**config.mk**
```make
export PLATFORM = sky130hd
export DESIGN_NAME = rst_seq_ctrl
export DESIGN_NICKNAME = d
export VERILOG_FILES = /design/src/rtl/rst_seq_pkg.sv /design/src/rtl/rst_seq_timer.sv /design/src/rtl/rst_seq_arb.sv /design/src/rtl/rst_seq_ctrl.sv
export SDC_FILE = /design/constraint.sdc
export NUM_CORES = 1
export LEC_CHECK = 0
export BUFFER_PORTS_ARGS = -buffer_cell sky130_fd_sc_hd__buf_2
export CELL_PAD_IN_SITES_DETAIL_PLACEMENT = 1
export CELL_PAD_IN_SITES_GLOBAL_PLACEMENT = 2
export CORE_ASPECT_RATIO = 0.5
export CORE_UTILIZATION = 38
export CTS_BUF_LIST = sky130_fd_sc_hd__clkbuf_16
export DETAILED_ROUTE_END_ITERATION = 7
export PLACE_DENSITY_LB_ADDON = 0.2
export SYNTH_ARGS = -nofsm -noshare
export SYNTH_HDL_FRONTEND = slang
export SYNTH_SLANG_ARGS = --single-unit
export TNS_END_PERCENT = 5
```
**constraint.sdc**
```tcl
create_clock -name clk -period 6.5 [get_ports clk]
set_input_delay 0 -clock clk [delete_from_list [all_inputs] [get_ports clk]]
set_output_delay 0 -clock clk [all_outputs]
set_load 0.02 [all_outputs]
```
**src/rtl/rst_seq_pkg.sv**
```systemverilog
package rst_seq_pkg;

    typedef enum logic [2:0] {
        ST_IDLE,
        ST_SETTLE,
        ST_PG_OFF,
        ST_COLD_HOLD,
        ST_WARM_TAIL,
        ST_WARM_ONLY
    } seq_state_e;

    typedef enum logic [1:0] {
        KIND_NONE = 2'b00,
        KIND_POR  = 2'b01,
        KIND_COLD = 2'b10,
        KIND_WARM = 2'b11
    } rst_kind_e;

    typedef struct packed {
        logic pwr_good;
        logic cold_n;
        logic warm_n;
        logic busy;
    } pin_set_t;

    // Level of every processor-facing pin for a given phase.
    function automatic pin_set_t pins_for(seq_state_e s);
        pin_set_t p;
        p.pwr_good = !(s == ST_SETTLE || s == ST_PG_OFF);
        p.cold_n   = !(s == ST_SETTLE || s == ST_PG_OFF || s == ST_COLD_HOLD);
        p.warm_n   = (s == ST_IDLE);
        p.busy     = (s != ST_IDLE);
        return p;
    endfunction

    function automatic int max_of(int a, int b);
        return (a > b) ? a : b;
    endfunction

endpackage

```
**src/rtl/rst_seq_timer.sv**
```systemverilog
module rst_seq_timer #(
    parameter int W = 8
) (
    input  logic         clk,
    input  logic         rst,
    input  logic         clr,
    input  logic         en,
    output logic [W-1:0] cnt
);

    always_ff @(posedge clk) begin
        if (rst || clr) begin
            cnt <= '0;
        end else if (en) begin
            cnt <= cnt + 1'b1;
        end
    end

endmodule

```
**src/rtl/rst_seq_arb.sv**
```systemverilog
module rst_seq_arb
    import rst_seq_pkg::*;
(
    input  logic      accept,
    input  logic      req_por,
    input  logic      req_cold,
    input  logic      req_warm,
    output rst_kind_e pick
);

    always_comb begin
        if (!accept)       pick = KIND_NONE;
        else if (req_por)  pick = KIND_POR;
        else if (req_cold) pick = KIND_COLD;
        else if (req_warm) pick = KIND_WARM;
        else               pick = KIND_NONE;
    end

    // a deeper request is never beaten by warm
    always_comb begin
        if (accept && (req_por || req_cold)) begin
            assert_deeper_wins_R9: assert (pick != KIND_WARM);
        end
    end

endmodule

```
**src/rtl/rst_seq_ctrl.sv**
```systemverilog
module rst_seq_ctrl
    import rst_seq_pkg::*;
#(
    parameter int SETTLE_CYC    = 4096,
    parameter int PG_OFF_CYC    = 65536,
    parameter int COLD_HOLD_CYC = 65536,
    parameter int WARM_TAIL_CYC = 64,
    parameter int WARM_ONLY_CYC = 64
) (
    input  logic       clk,
    input  logic       rst,
    input  logic       pwr_stable_i,
    input  logic       req_por_i,
    input  logic       req_cold_i,
    input  logic       req_warm_i,
    output logic       pwr_good_o,
    output logic       cold_rst_n_o,
    output logic       warm_rst_n_o,
    output logic       busy_o,
    output logic       done_o,
    output logic [1:0] done_kind_o
);

    localparam int MAX_LEN = max_of(max_of(max_of(SETTLE_CYC, PG_OFF_CYC),
                                           max_of(COLD_HOLD_CYC, WARM_TAIL_CYC)),
                                    WARM_ONLY_CYC);
    localparam int CNT_W = $clog2(MAX_LEN + 1);
    localparam logic [CNT_W-1:0] TC_SETTLE = CNT_W'(SETTLE_CYC - 1);
    localparam logic [CNT_W-1:0] TC_PG_OFF = CNT_W'(PG_OFF_CYC - 1);
    localparam logic [CNT_W-1:0] TC_COLD   = CNT_W'(COLD_HOLD_CYC - 1);
    localparam logic [CNT_W-1:0] TC_TAIL   = CNT_W'(WARM_TAIL_CYC - 1);
    localparam logic [CNT_W-1:0] TC_WONLY  = CNT_W'(WARM_ONLY_CYC - 1);

    seq_state_e       state_q, state_d;
    rst_kind_e        pick, cur_kind_q, done_kind_q;
    pin_set_t         pins_q;
    logic             done_q;
    logic             tmr_clr, tmr_en;
    logic [CNT_W-1:0] cnt;

    rst_seq_arb u_arb (
        .accept   (state_q == ST_IDLE),
        .req_por  (req_por_i),
        .req_cold (req_cold_i),
        .req_warm (req_warm_i),
        .pick     (pick)
    );

    rst_seq_timer #(.W(CNT_W)) u_tmr (
        .clk (clk),
        .rst (rst),
        .clr (tmr_clr),
        .en  (tmr_en),
        .cnt (cnt)
    );

    always_comb begin
        state_d = state_q;
        tmr_clr = 1'b0;
        unique case (state_q)
            ST_IDLE: begin
                unique case (pick)
                    KIND_POR:  state_d = ST_SETTLE;
                    KIND_COLD: state_d = ST_PG_OFF;
                    KIND_WARM: state_d = ST_WARM_ONLY;
                    default:   state_d = ST_IDLE;
                endcase
            end
            ST_SETTLE: begin
                if (!pwr_stable_i)         tmr_clr = 1'b1;
                else if (cnt == TC_SETTLE) state_d = ST_COLD_HOLD;
            end
            ST_PG_OFF:    if (cnt == TC_PG_OFF) state_d = ST_COLD_HOLD;
            ST_COLD_HOLD: if (cnt == TC_COLD)   state_d = ST_WARM_TAIL;
            ST_WARM_TAIL: if (cnt == TC_TAIL)   state_d = ST_IDLE;
            ST_WARM_ONLY: if (cnt == TC_WONLY)  state_d = ST_IDLE;
            default:      state_d = ST_SETTLE;
        endcase
        if (state_d != state_q || state_q == ST_IDLE) tmr_clr = 1'b1;
        tmr_en = !tmr_clr;
    end

    always_ff @(posedge clk) begin
        if (rst) begin
            state_q     <= ST_SETTLE;
            pins_q      <= pins_for(ST_SETTLE);
            cur_kind_q  <= KIND_POR;
            done_q      <= 1'b0;
            done_kind_q <= KIND_NONE;
        end else begin
            state_q <= state_d;
            pins_q  <= pins_for(state_d);
            if (state_q == ST_IDLE && pick != KIND_NONE) cur_kind_q <= pick;
            done_q <= (state_q != ST_IDLE) && (state_d == ST_IDLE);
            if ((state_q != ST_IDLE) && (state_d == ST_IDLE)) done_kind_q <= cur_kind_q;
        end
    end

    assign pwr_good_o   = pins_q.pwr_good;
    assign cold_rst_n_o = pins_q.cold_n;
    assign warm_rst_n_o = pins_q.warm_n;
    assign busy_o       = pins_q.busy;
    assign done_o       = done_q;
    assign done_kind_o  = done_kind_q;

    // power-good only rises under cold reset
    assert_pg_under_cold_R3: assert property (@(posedge clk) disable iff (rst)
        $rose(pwr_good_o) |-> !cold_rst_n_o);

    // warm reset never released ahead of cold reset
    assert_warm_covers_cold_R5: assert property (@(posedge clk) disable iff (rst)
        !cold_rst_n_o |-> !warm_rst_n_o);

    // power-good only falls with both resets asserted
    assert_pg_drop_resets_R6: assert property (@(posedge clk) disable iff (rst)
        $fell(pwr_good_o) |-> (!cold_rst_n_o && !warm_rst_n_o));

    // a warm-only phase keeps power-good and cold reset released
    assert_warm_only_pins_R7: assert property (@(posedge clk) disable iff (rst)
        (pwr_good_o && cold_rst_n_o && !warm_rst_n_o) |=> (pwr_good_o && cold_rst_n_o));

    // the running kind is frozen while busy
    assert_busy_holds_kind_R8: assert property (@(posedge clk) disable iff (rst)
        busy_o |=> (!busy_o || $stable(cur_kind_q)));

    // done is a single pulse, aligned with warm release
    assert_done_single_R10: assert property (@(posedge clk) disable iff (rst)
        done_o |=> !done_o);

    assert_done_at_release_R10: assert property (@(posedge clk) disable iff (rst)
        $rose(warm_rst_n_o) |-> (done_o && !busy_o));

endmodule

```
==> out/results.ini, run 1 <==
[cts]
postCtsSetupRepairBufs=0
root_buffer=clkbuf_16
clock_sinks=29
clock_latency_ns=0.27
cts_buffer_depth=2
cts_htree_levels=2
clkTransAtPathRegs_ns=0.05
cts_inserted_buffers=5
tritoncts=done

[synthesis]
syn_area_per_cell_um2=9.112
yosys_warnings=0
ys_types=44
netlist_instances=152
syn_nets=160
seq_area_frac_synth=0.4192
synth_seq_cells=29
synth.cell_area_um2=1385

[die]
io_pins=13
core_um2=3453
die_area_um2=3905
die_w_um=87.38
die_h_um=44.69
start_util=0.4011
rows=15

[final_layout]
fillCellCount=426
most-common-layout-cells=29 x dfxtp_1, 25 x nor2_1, 12 x buf_2
final_util=0.4681
diodes=0
fin_area_um2=1617
finalNetCount=173
drive_gt1_frac=0.1807
syn_to_final_growth_pct=16.71
final_common_cell=dfxtp_1

[global_routing]
grt_max_degree=18
grt-ovfl-total=0
grt_usage=0.1629
grt_first_pass_wirelength_um=4616
antenna_found_initial=0
grt_pass1_vias=995

[outcome]
status=finished, final reports clean

[timing]
slew_headroom=0.5981
fmax_mhz=374.3
finalSetupViolations=0
setup_ws_ns=3.828
slew_violations=0
hold_violations=0
layout_min_cycle_time_ns=2.672
tns_ns=0
rsz0062_at_grt=no
worst_clock_skew_ns=0.005533
worstMarginPinSlew_ns=0.6001
post-route-period-util=0.4110

[routing]
first_pass_iters=4
remaining_drc_errors=0
routed_wl_um=2939
drt_iter0_markers=19
vias=1094
antenna_left=0
wire_per_inst_um=13.54
drt-vias-per-instance=5.041

[critical_path]
crit_required_ns=6.64
worst_setup_path_start_kind=register
critPathMaxFanout=7
worstSetupEndpointType=register
crit_arrival_ns=2.81
crit_type=reg2reg

[placed_design]
hpwlAfterDp_um=1992
io_buffers=12
gp_congestion=0.7198
place_ws_ns=3.924
dpl_cell_area_um2=1469

[power]
p_clk_frac=0.534
pwr-share-comb=0.021
pwr-share-seq=0.444
power_switching_w=0.00008351
power.internal_w=0.0003200
ir_worst_vdd_v=0.0001962
p_per_area_nw_per_um2=249.6
switching_share=0.2070
p_leak_nw=0.5974

[worst_hold_path]
hp-class=in2reg

[run]
cap_violations=0

power groups by stage:
stage                      logic (W)  registers (W)  clock network, W
after global placement    0.00000817       0.000183                 0
after CTS                 0.00000875       0.000179          0.000222
final                     0.00000854       0.000179          0.000216
after detailed placement  0.00000821       0.000183                 0
after global routing      0.00000928       0.000179          0.000232
after floorplan           0.00000542       0.000183                 0
timing repair:
action                     CTS  global route
hold buffers                 1             0
setup endpoints to repair    0             0
hold endpoints to repair     1             0
resized for setup            0             0
registers in the layout, indices dropped and copies added (netlist names):
register	count
busy_o	1
cold_rst_n_o	1
cur_kind_q	2
done_kind_o	2
done_o	1
pwr_good_o	1
state_q	3
u_tmr.cnt	17
warm_rst_n_o	1
per-layer routing:
metal  GRT usage  routed length [um]
met5           0                   0
met4     0.05902                  31
met2      0.2688                1297
met3     0.06033                 120
met1      0.1998                1489
cells by family (layout without fill, tap and decap cells):
group / Yosys count / count (layout) / synth area share
AO/OA/AOI/OAI: 22 / 22 / 0.1247
XOR/XNOR: 14 / 14 / 0.08853
adder cells (fa/ha/maj): 2 / 2 / 0.01806
buffers and inverters: 13 / 27 / 0.04516
flip-flops: 29 / 29 / 0.4192
multiplexers: 2 / 2 / 0.01445
AND/OR/NAND/NOR: 70 / 70 / 0.2900
cell usage after synthesis (all sizes together):
cell type / number / share of area
a21bo: 2 / 0.014
nor3: 3 / 0.018
nor4: 3 / 0.014
nor2b: 2 / 0.0090
nand4: 3 / 0.014
a21o: 1 / 0.0054
nor4b: 1 / 0.011
nand2b: 4 / 0.023
a21oi: 4 / 0.017
and3: 2 / 0.013
and2: 2 / 0.0090
and4: 2 / 0.013
o21ai: 5 / 0.018
buf: 5 / 0.023
nor2: 26 / 0.072
nor3b: 1 / 0.0054
or4: 1 / 0.0081
a31oi: 3 / 0.014
o2111ai: 1 / 0.019
xor2: 9 / 0.057
ha: 2 / 0.018
nand3b: 1 / 0.0054
xnor2: 5 / 0.032
a221oi: 1 / 0.0063
inv: 6 / 0.016
o21bai: 1 / 0.0054
clkbuf: 2 / 0.0063
and4b: 2 / 0.014
nand2: 6 / 0.016
mux2i: 2 / 0.014
dfxtp: 29 / 0.42
o21a: 2 / 0.011
or3b: 1 / 0.0063
a22oi: 1 / 0.0054
nand3: 9 / 0.033
nand4b: 1 / 0.0063
a211oi: 1 / 0.0090
through the flow:
stage	total power, W	std cells	hold WS [ns]
2_1_floorplan	0.0001882	152	0.1112
3_3_place_gp	0.0001910	208	0.2788
3_5_place_dp	0.0001912	208	0.2849
4_1_cts	0.0004099	217	0.04404
5_1_grt	0.0004202	217	0.04419
6_report	0.0004035	217	0.04362
final timing paths:
check                                                from                        end  slack, ns  depth (start not counted)
worst min register to register  u_tmr.cnt[0]$_SDFFE_PP0N_  u_tmr.cnt[0]$_SDFFE_PP0N_       0.48                          1
worst max register to register  u_tmr.cnt[6]$_SDFFE_PP0N_      pwr_good_o$_SDFF_PP0_       3.83                          9
worst min-delay path                                  rst      state_q[1]$_SDFF_PP0_       0.04                          2
worst max-delay path            u_tmr.cnt[6]$_SDFFE_PP0N_      pwr_good_o$_SDFF_PP0_       3.83                          9
cell type report:
class / instances / area, um^2 / area share
clock buffer: 5 / 125.1 / 0.07740
clock inverter: 3 / 12.51 / 0.007740
inverter: 6 / 22.52 / 0.01393
multi-input combinational: 110 / 742.0 / 0.4590
sequential: 29 / 580.6 / 0.3591
tap: 51 / 63.81 / 0.03947
timing repair buffer: 13 / 70.07 / 0.04334
critical path, stage by stage, from the launching register on:
cell      delay [ns]
dfxtp_1         0.46
and4_1          0.34
nand4_1         0.17
nor4_1          0.31
ha_1            0.31
a21bo_2         0.16
a21oi_1         0.06
a31oi_1         0.48
nand2b_1        0.18
a31oi_1         0.08
Power figures use the tool's default switching activity.
==> run 2, diff against run 1 <==
--- a/config.mk
+++ b/config.mk
@@ -5,11 +5,12 @@
 export SDC_FILE = /design/constraint.sdc
 export NUM_CORES = 1
 export LEC_CHECK = 0
+export ABC_AREA = 1
 export BUFFER_PORTS_ARGS = -buffer_cell sky130_fd_sc_hd__buf_2
 export CELL_PAD_IN_SITES_DETAIL_PLACEMENT = 1
 export CELL_PAD_IN_SITES_GLOBAL_PLACEMENT = 2
 export CORE_ASPECT_RATIO = 0.5
-export CORE_UTILIZATION = 38
+export CORE_UTILIZATION = 31
 export CTS_BUF_LIST = sky130_fd_sc_hd__clkbuf_16
 export DETAILED_ROUTE_END_ITERATION = 7
 export PLACE_DENSITY_LB_ADDON = 0.2
==> constraint.sdc (replaced) <==
create_clock -name clk -period 2.3 [get_ports clk]
set_input_delay 0 -clock clk [delete_from_list [all_inputs] [get_ports clk]]
set_output_delay 0 -clock clk [all_outputs]
set_load 0.02 [all_outputs]
==> run 2 against run 1 <==
  * Hold slack improved by 0.13 ns
  * Clock skew decreased by 0.0013 ns
  * Synthesized area increased by 11%
  * Routed wire length increased by 37%
  * Combinational power increased to 4.8 times the previous value
  * Critical path depth increased by 8
  * Sequential share of layout area decreased by 7.1 points
  * Flip-flop and latch count unchanged
  * Register-to-register slack got worse by 3.8 ns
  * Highest routed layer unchanged
  * Synthesized cell count increased by 33%
  * Power increased to 2.9 times the previous value
  * Utilization decreased by 2.5 points
==> out/results.ini, run 2 <==
[critical_path]
crit_buf_inv=1  ; +1
crit_arrival_ns=2.42  ; -0.39 ns
path_cells=ha_4, nand3_4, nor2_4, nand2_4, nor2_4, nand2_1, nor2_1, ha_2, nor2_1, nand2_1, nand3_2, o21ai_1, nand3_1, nor2_2, nand2_2, buf_12, nor3_1
regToRegStartpoint=u_tmr.cnt[1]$_SDFFE_PP0N_
crit_required_ns=2.50  ; -4.14 ns
crit_type=reg2reg
cp_slowest_stage_delay_ns=0.35  ; -0.13 ns
worst_setup_path_start_kind=register
critPathMaxFanout=17  ; +10
worstSetupEndpointType=register
slowest_stage=dfxtp_2
crit_path_start=u_tmr.cnt[1]$_SDFFE_PP0N_
crit_family=simple AND/OR/NAND/NOR gates

[synthesis]
synth_top_cell_by_area=dfxtp_1
seq_area_frac_synth=0.3772  ; -0.04192
netlist_instances=202  ; +33%
synth_enable_flop_cells=0  ; unchanged
synthTopCellsByArea=dfxtp_1 38%, nand2_1 8.8%, inv_1 6.6%
yosys_warnings=0  ; unchanged
synth.cell_area_um2=1539  ; +11%
synthArstFlopShare=0  ; unchanged
syn_area_per_cell_um2=7.619  ; -16%
synth.top_cell.area_share=0.3772  ; -0.04192
syn_nets=210  ; +31%
ys.flop_type=dfxtp_1
ys_types=24  ; -45%
synth_seq_cells=29  ; unchanged
synth_common_cells=36 x nand2_1, 29 x dfxtp_1, 27 x inv_1, 20 x nor2_1, 18 x nand3_1
synth.most_common_cell=nand2_1

[global_routing]
grt_usage=0.1733  ; +0.01034
grt_max_degree=18  ; unchanged
antenna_found_initial=0  ; unchanged
grt_pass1_vias=1460  ; +47%
grt-ovfl-total=0  ; unchanged
grt_first_pass_wirelength_um=6720  ; +46%

[cts]
clock_latency_ns=0.27  ; about the same
cts_buffer_depth=2  ; unchanged
cts_inserted_buffers=5  ; unchanged
tritoncts=done
cts_htree_levels=2  ; unchanged
root_buffer=clkbuf_16
clkTransAtPathRegs_ns=0.05  ; about the same
clock_sinks=29  ; unchanged

[routing]
dr_wl_met2_um=1834  ; +41%
wire_per_inst_um=13.35  ; -1.4%
remaining_drc_errors=0  ; unchanged
routed_wl_um=4032  ; +37%
drt_iter0_markers=34  ; +15
vias=1392  ; +27%
top_layer_used=met4
wl_met1_um=2045  ; +37%
wl_met3_um=99  ; -18%
first_pass_iters=4  ; unchanged
antenna_left=0  ; unchanged
drt-vias-per-instance=4.609  ; -8.6%

[final_layout]
largest_reg_flops=17  ; unchanged
reg_top3=u_tmr.cnt (17), state_q (3)
top_register=u_tmr.cnt
diodes=0  ; unchanged
syn_to_final_growth_pct=31.71
most-common-layout-cells=34 x nand2_1, 30 x inv_1, 26 x dfxtp_1
drive_gt1_frac=0.3347  ; +0.1540
finalNetCount=243  ; +40%
final_common_cell=nand2_1

[die]
die_area_um2=5267  ; +35%
io_pins=13  ; unchanged
die_w_um=101.6  ; +16%
rows=17  ; +2
die_h_um=51.82  ; +16%
start_util=0.3365  ; -0.06456
core_um2=4573  ; +32%

[timing]
rsz0062_at_grt=yes
finalSetupViolations=0  ; unchanged
layout_min_cycle_time_ns=2.222  ; -0.4494 ns
worstMarginPinSlew_ns=0.4208  ; -0.1793 ns
hold-worst-slack_ns=0.1708  ; +0.1272 ns
post-route-period-util=0.9662  ; +0.5552
tns_ns=0  ; unchanged
worst_clock_skew_ns=0.004229  ; -0.001303 ns
hold_violations=0  ; unchanged
slew_headroom=0.7191  ; +0.1210
slew_violations=0  ; unchanged
fmax_mhz=450.0  ; +20%

[placed_design]
io_buffers=12  ; unchanged
gp_congestion=0.8299  ; +15%
hpwlAfterDp_um=2781  ; +40%

[worst_hold_path]
min-delay-start=req_por_i
hp-class=in2reg

[outcome]
status=finished, final reports clean

[power]
ir_worst_vdd_v=0.0002461  ; +25%
p_per_area_nw_per_um2=569.5  ; +130%
p_leak_nw=0.8550  ; +43%

[run]
cap_violations=0  ; unchanged

## run 2: changes by cell type in the layout (fill, tap and decap cells not counted), sizes merged, moves of 4 or more
cell | previous run | this run
nand2b | 4 | 0
nor3 | 3 | 21
nand3 | 9 | 20
buf | 12 | 26
nand2 | 6 | 45
inv | 6 | 34
## run 2: worst reg2reg max path: cells and delay by family, from the launching register on
kind | cells | cell delay (ns)
and+or+nand+nor | 13 | 1.12
buffers and inverters | 1 | 0.16
adders and majority gates | 2 | 0.35
AOI/OAI and AO/OA | 1 | 0.14
DFF | 1 | 0.35
## run 2: timing repair
item,in CTS,in global routing
setup buffers,0,1
resized for setup,8,13
pin swaps,1,4
hold buffers,1,0
endpoints found under the hold margin,4,0
gates cloned,0,1
setup endpoints to repair,22,23
## run 2: final timing paths
check / to / slack, ns / depth (start not counted)
max: u_tmr.cnt[1]$_SDFFE_PP0N_ / 0.08 / 17
min: cur_kind_q[0]$_SDFFE_PP1P_ / 0.17 / 5
max reg2reg: u_tmr.cnt[1]$_SDFFE_PP0N_ / 0.08 / 17
min reg2reg: cur_kind_q[0]$_SDFFE_PP1P_ / 0.48 / 2
## run 2: per-layer routing
| metal | up-vias | global-route usage |
|---|---|---|
| met1 | 660 | 0.2064 |
| met2 | 12 | 0.3007 |
| li1 | 712 | - |
| met4 | 0 | 0.06522 |
| met3 | 8 | 0.04839 |
| met5 | - | 0 |
## run 2: cells by family (layout without fill, tap and decap cells)
logic type                 Yosys count  count (layout)  synth area share
and+or+nand+nor                    116             117            0.4106
buffers and inverters               33              66           0.09024
DFF                                 29              29            0.3772
xor gates and xnor gates            13              13           0.07398
AOI/OAI and AO/OA                    9               9           0.03171
adders and majority gates            2               2           0.01626
## run 2: where the power goes
part	internal [W]	switching (W)
Sequential	0.000506	0.00000220
Combinational	0.0000168	0.0000242
Clock	0.000388	0.000218
## run 2: final cells by class
class | instances | area, um^2
Clock buffer | 5 | 125.1
Inverter | 31 | 116.4
Sequential cell | 29 | 584.3
Fill cell | 569 | 2546
Timing Repair Buffer | 27 | 187.7
Clock inverter | 3 | 11.26
Tap cell | 66 | 82.58
Multi-Input combinational cell | 141 | 919.6
## run 2: stage by stage
step	util	area (um^2)	total power, W	cells	setup slack (ns)
floorplan	-	1539	0.0005379	202	0.08096
global placement	0.3869	1769	0.0005528	291	-0.004271
detailed placement	0.3869	1769	0.0005539	291	-0.07785
CTS	0.4263	1949	0.001171	300	0.02384
global route	0.4432	2027	0.001202	302	-0.1170
finish	0.4432	2027	0.001154	302	0.07780
==> run 3, diff against run 2 <==
--- a/config.mk
+++ b/config.mk
@@ -14,6 +14,7 @@
 export CTS_BUF_LIST = sky130_fd_sc_hd__clkbuf_16
 export DETAILED_ROUTE_END_ITERATION = 7
 export PLACE_DENSITY_LB_ADDON = 0.2
+export REMOVE_ABC_BUFFERS = 1
 export SYNTH_ARGS = -nofsm -noshare
 export SYNTH_HDL_FRONTEND = slang
 export SYNTH_SLANG_ARGS = --single-unit
==> constraint.sdc (replaced) <==
create_clock -name clk -period 2.3 [get_ports clk]
set_input_delay 0 -clock clk [delete_from_list [all_inputs] [get_ports clk]]
set_output_delay 0 -clock clk [all_outputs]
set_load 0.005 [all_outputs]
==> run 3 against run 2 <==
  * The run now ends with negative setup slack left
  * Flip-flop and latch count stayed put
  * Count of clock-buffer cells in the layout unchanged
  * Clock skew about the same
  * Critical path depth unchanged
  * Power increased by 3.6%
  * Cell count grew 0.99%
  * Critical path type unchanged
  * Largest power group unchanged
==> out/results.ini, run 3 (synthesis gave the netlist of run 2 again) <==
[timing]
hold_violations=0  ; unchanged
slew_headroom=0.7885  ; +0.06944
finalSetupViolations=10  ; +10
worst_clock_skew_ns=0.004270  ; +0.00004024 ns
fmax_mhz=432.0  ; -4.0%
slew_violations=0  ; unchanged
worstMarginPinSlew_ns=0.3139  ; -0.1069 ns
post-route-period-util=1.007  ; +0.04034
layout_min_cycle_time_ns=2.315  ; +0.09279 ns
tns_ns=-0.06431  ; -0.06431 ns
setup_ws_ns=-0.01499  ; -0.09279 ns
rsz0062_at_grt=yes

[final_layout]
syn_to_final_growth_pct=37.24
diodes=0  ; unchanged
most-common-layout-cells=34 x nand2_1, 27 x inv_1, 27 x dfxtp_1
final_common_cell=nand2_1
finalNetCount=246  ; +1.2%
top_register=u_tmr.cnt
largest_reg_flops=17  ; unchanged
final-instance-count-excl-fill=305  ; +0.99%
reg_top3=u_tmr.cnt (17), state_q (3)
drive_gt1_frac=0.3640  ; +0.02927

[cts]
cts_buffer_depth=2  ; unchanged
tritoncts=done
cts_htree_levels=2  ; unchanged
cts_inserted_buffers=5  ; unchanged
clock_latency_ns=0.27  ; about the same
clock_sinks=29  ; unchanged
root_buffer=clkbuf_16
clkTransAtPathRegs_ns=0.05  ; about the same

[global_routing]
grt_usage=0.1687  ; -0.004574
grt_first_pass_wirelength_um=6465  ; -3.8%
antenna_found_initial=0  ; unchanged
grt_max_degree=18  ; unchanged
grt_pass1_vias=1353  ; -7.3%
grt-ovfl-total=0  ; unchanged

[power]
switching_share=0.2229  ; +0.01154
ir_worst_vdd_v=0.0002371  ; -3.7%
pwr-share-comb=0.049  ; +0.014
pwr-share-seq=0.425  ; -0.015
power.internal_w=0.0009294  ; +2.1%
p_clk_frac=0.526  ; +0.002
p_leak_nw=0.8744  ; +2.3%
p_per_area_nw_per_um2=566.3  ; -0.57%
power_switching_w=0.0002666  ; +9.3%

[critical_path]
crit_arrival_ns=2.52  ; +0.10 ns
critPathMaxFanout=8  ; -9
crit_type=reg2reg
worstSetupEndpointType=register
crit_required_ns=2.50  ; about the same
worst_setup_path_start_kind=register

[die]
die_h_um=51.82  ; unchanged
io_pins=13  ; unchanged
die_w_um=101.6  ; unchanged
start_util=0.3365  ; unchanged
die_area_um2=5267  ; unchanged
rows=17  ; unchanged
core_um2=4573  ; unchanged

[placed_design]
hpwlAfterDp_um=2680  ; -3.6%
gp_congestion=0.7604  ; -8.4%
dp.cells=293  ; +0.69%
io_buffers=12  ; unchanged

[routing]
routed_wl_um=3999  ; -0.82%
wire_per_inst_um=13.11  ; -1.8%
drt-vias-per-instance=4.610  ; about the same
remaining_drc_errors=0  ; unchanged
antenna_left=0  ; unchanged
vias=1406  ; +1.0%
drt_iter0_markers=37  ; +8.8%
first_pass_iters=4  ; unchanged

[outcome]
status=finished with violations
violations=negative setup slack

[run]
cap_violations=0  ; unchanged

[worst_hold_path]
hp-class=in2reg

==> run 3: cell count changes in the layout (fill, tap and decap cells not counted), sizes merged <==
| cell | change |
|---|---|
| inv | -3 |
| clkinvlp | +1 |
| clkbuf | +2 |
| clkinv | +2 |
| buf | +2 |
| nand2 | -1 |
==> run 3: path summary, 6_finish.rpt <==
path                         startpoint                    endpoint  slack, ns  cells past startpoint
min                           req_por_i  cur_kind_q[0]$_SDFFE_PP1P_       0.17                      5
max           u_tmr.cnt[1]$_SDFFE_PP0N_   u_tmr.cnt[9]$_SDFFE_PP0N_      -0.01                     17
max reg2reg   u_tmr.cnt[1]$_SDFFE_PP0N_   u_tmr.cnt[9]$_SDFFE_PP0N_      -0.01                     17
min reg2reg  cur_kind_q[0]$_SDFFE_PP1P_  cur_kind_q[0]$_SDFFE_PP1P_       0.48                      2
==> run 3: area by class of cell <==
class / instances / area, um^2
Timing Repair Buffer: 31 / 252.7
Tap cell: 66 / 82.58
Sequential cell: 29 / 583.1
Multi-Input combinational cell: 140 / 934.6
Clock buffer: 5 / 125.1
Fill cell: 558 / 2461
Inverter: 31 / 116.4
Clock inverter: 3 / 17.52
==> run 3: routing by layer <==
layer  global-route usage  vias up  wire [um]
met3              0.04839        7        140
met4              0.05797        0         59
met2               0.2815       25       1870
met5                    0        -          0
met1               0.2102      658       1928
li1                     -      716          -
==> run 3: repair_timing <==
action | in CTS | in global routing
cloned | 0 | 2
resized for setup | 12 | 14
endpoints found under the hold margin | 4 | 0
pin swaps | 0 | 6
hold buffers | 1 | 0
endpoints found under the setup margin | 21 | 21
setup buffers | 0 | 1
==> run 3: power groups by stage <==
stage	combinational (W)	sequential [W]	clock, W
floorplan	0.0000188	0.000517	0
global placement	0.0000363	0.000517	0
detailed placement	0.0000370	0.000517	0
finish	0.0000591	0.000508	0.000629
global route	0.0000643	0.000507	0.000677
CTS	0.0000419	0.000507	0.000647
==> run 3: metrics by stage <==
stage	hold slack, ns	power [W]	worst slack (ns)	utilization	area (um^2)
CTS	0.1614	0.001197	-0.005331	0.4353	1991
detailed placement	0.2282	0.0005538	-0.08382	0.3902	1784
floorplan	0.07238	0.0005355	0.08805	-	1516
finish	0.1666	0.001196	-0.01499	0.4618	2112
global placement	0.2245	0.0005528	-0.01793	0.3902	1784
global route	0.2195	0.001248	-0.1734	0.4618	2112
==> run 3: worst max-delay path: stages, from the launching register on <==
cell and delay, ns:
dfxtp_2 0.35, ha_4 0.15, nand3_4 0.08, nor2_4 0.15, nand2_4 0.07, nor2_4 0.09, nand2_2 0.06, nor2_2 0.08
ha_2 0.22, nor2_1 0.06, nand2_1 0.07, nand3_2 0.08, o21ai_2 0.13, nand3_2 0.12, nor2_4 0.15, nand2_4 0.10
clkbuf_16 0.18, nor3_2 0.10
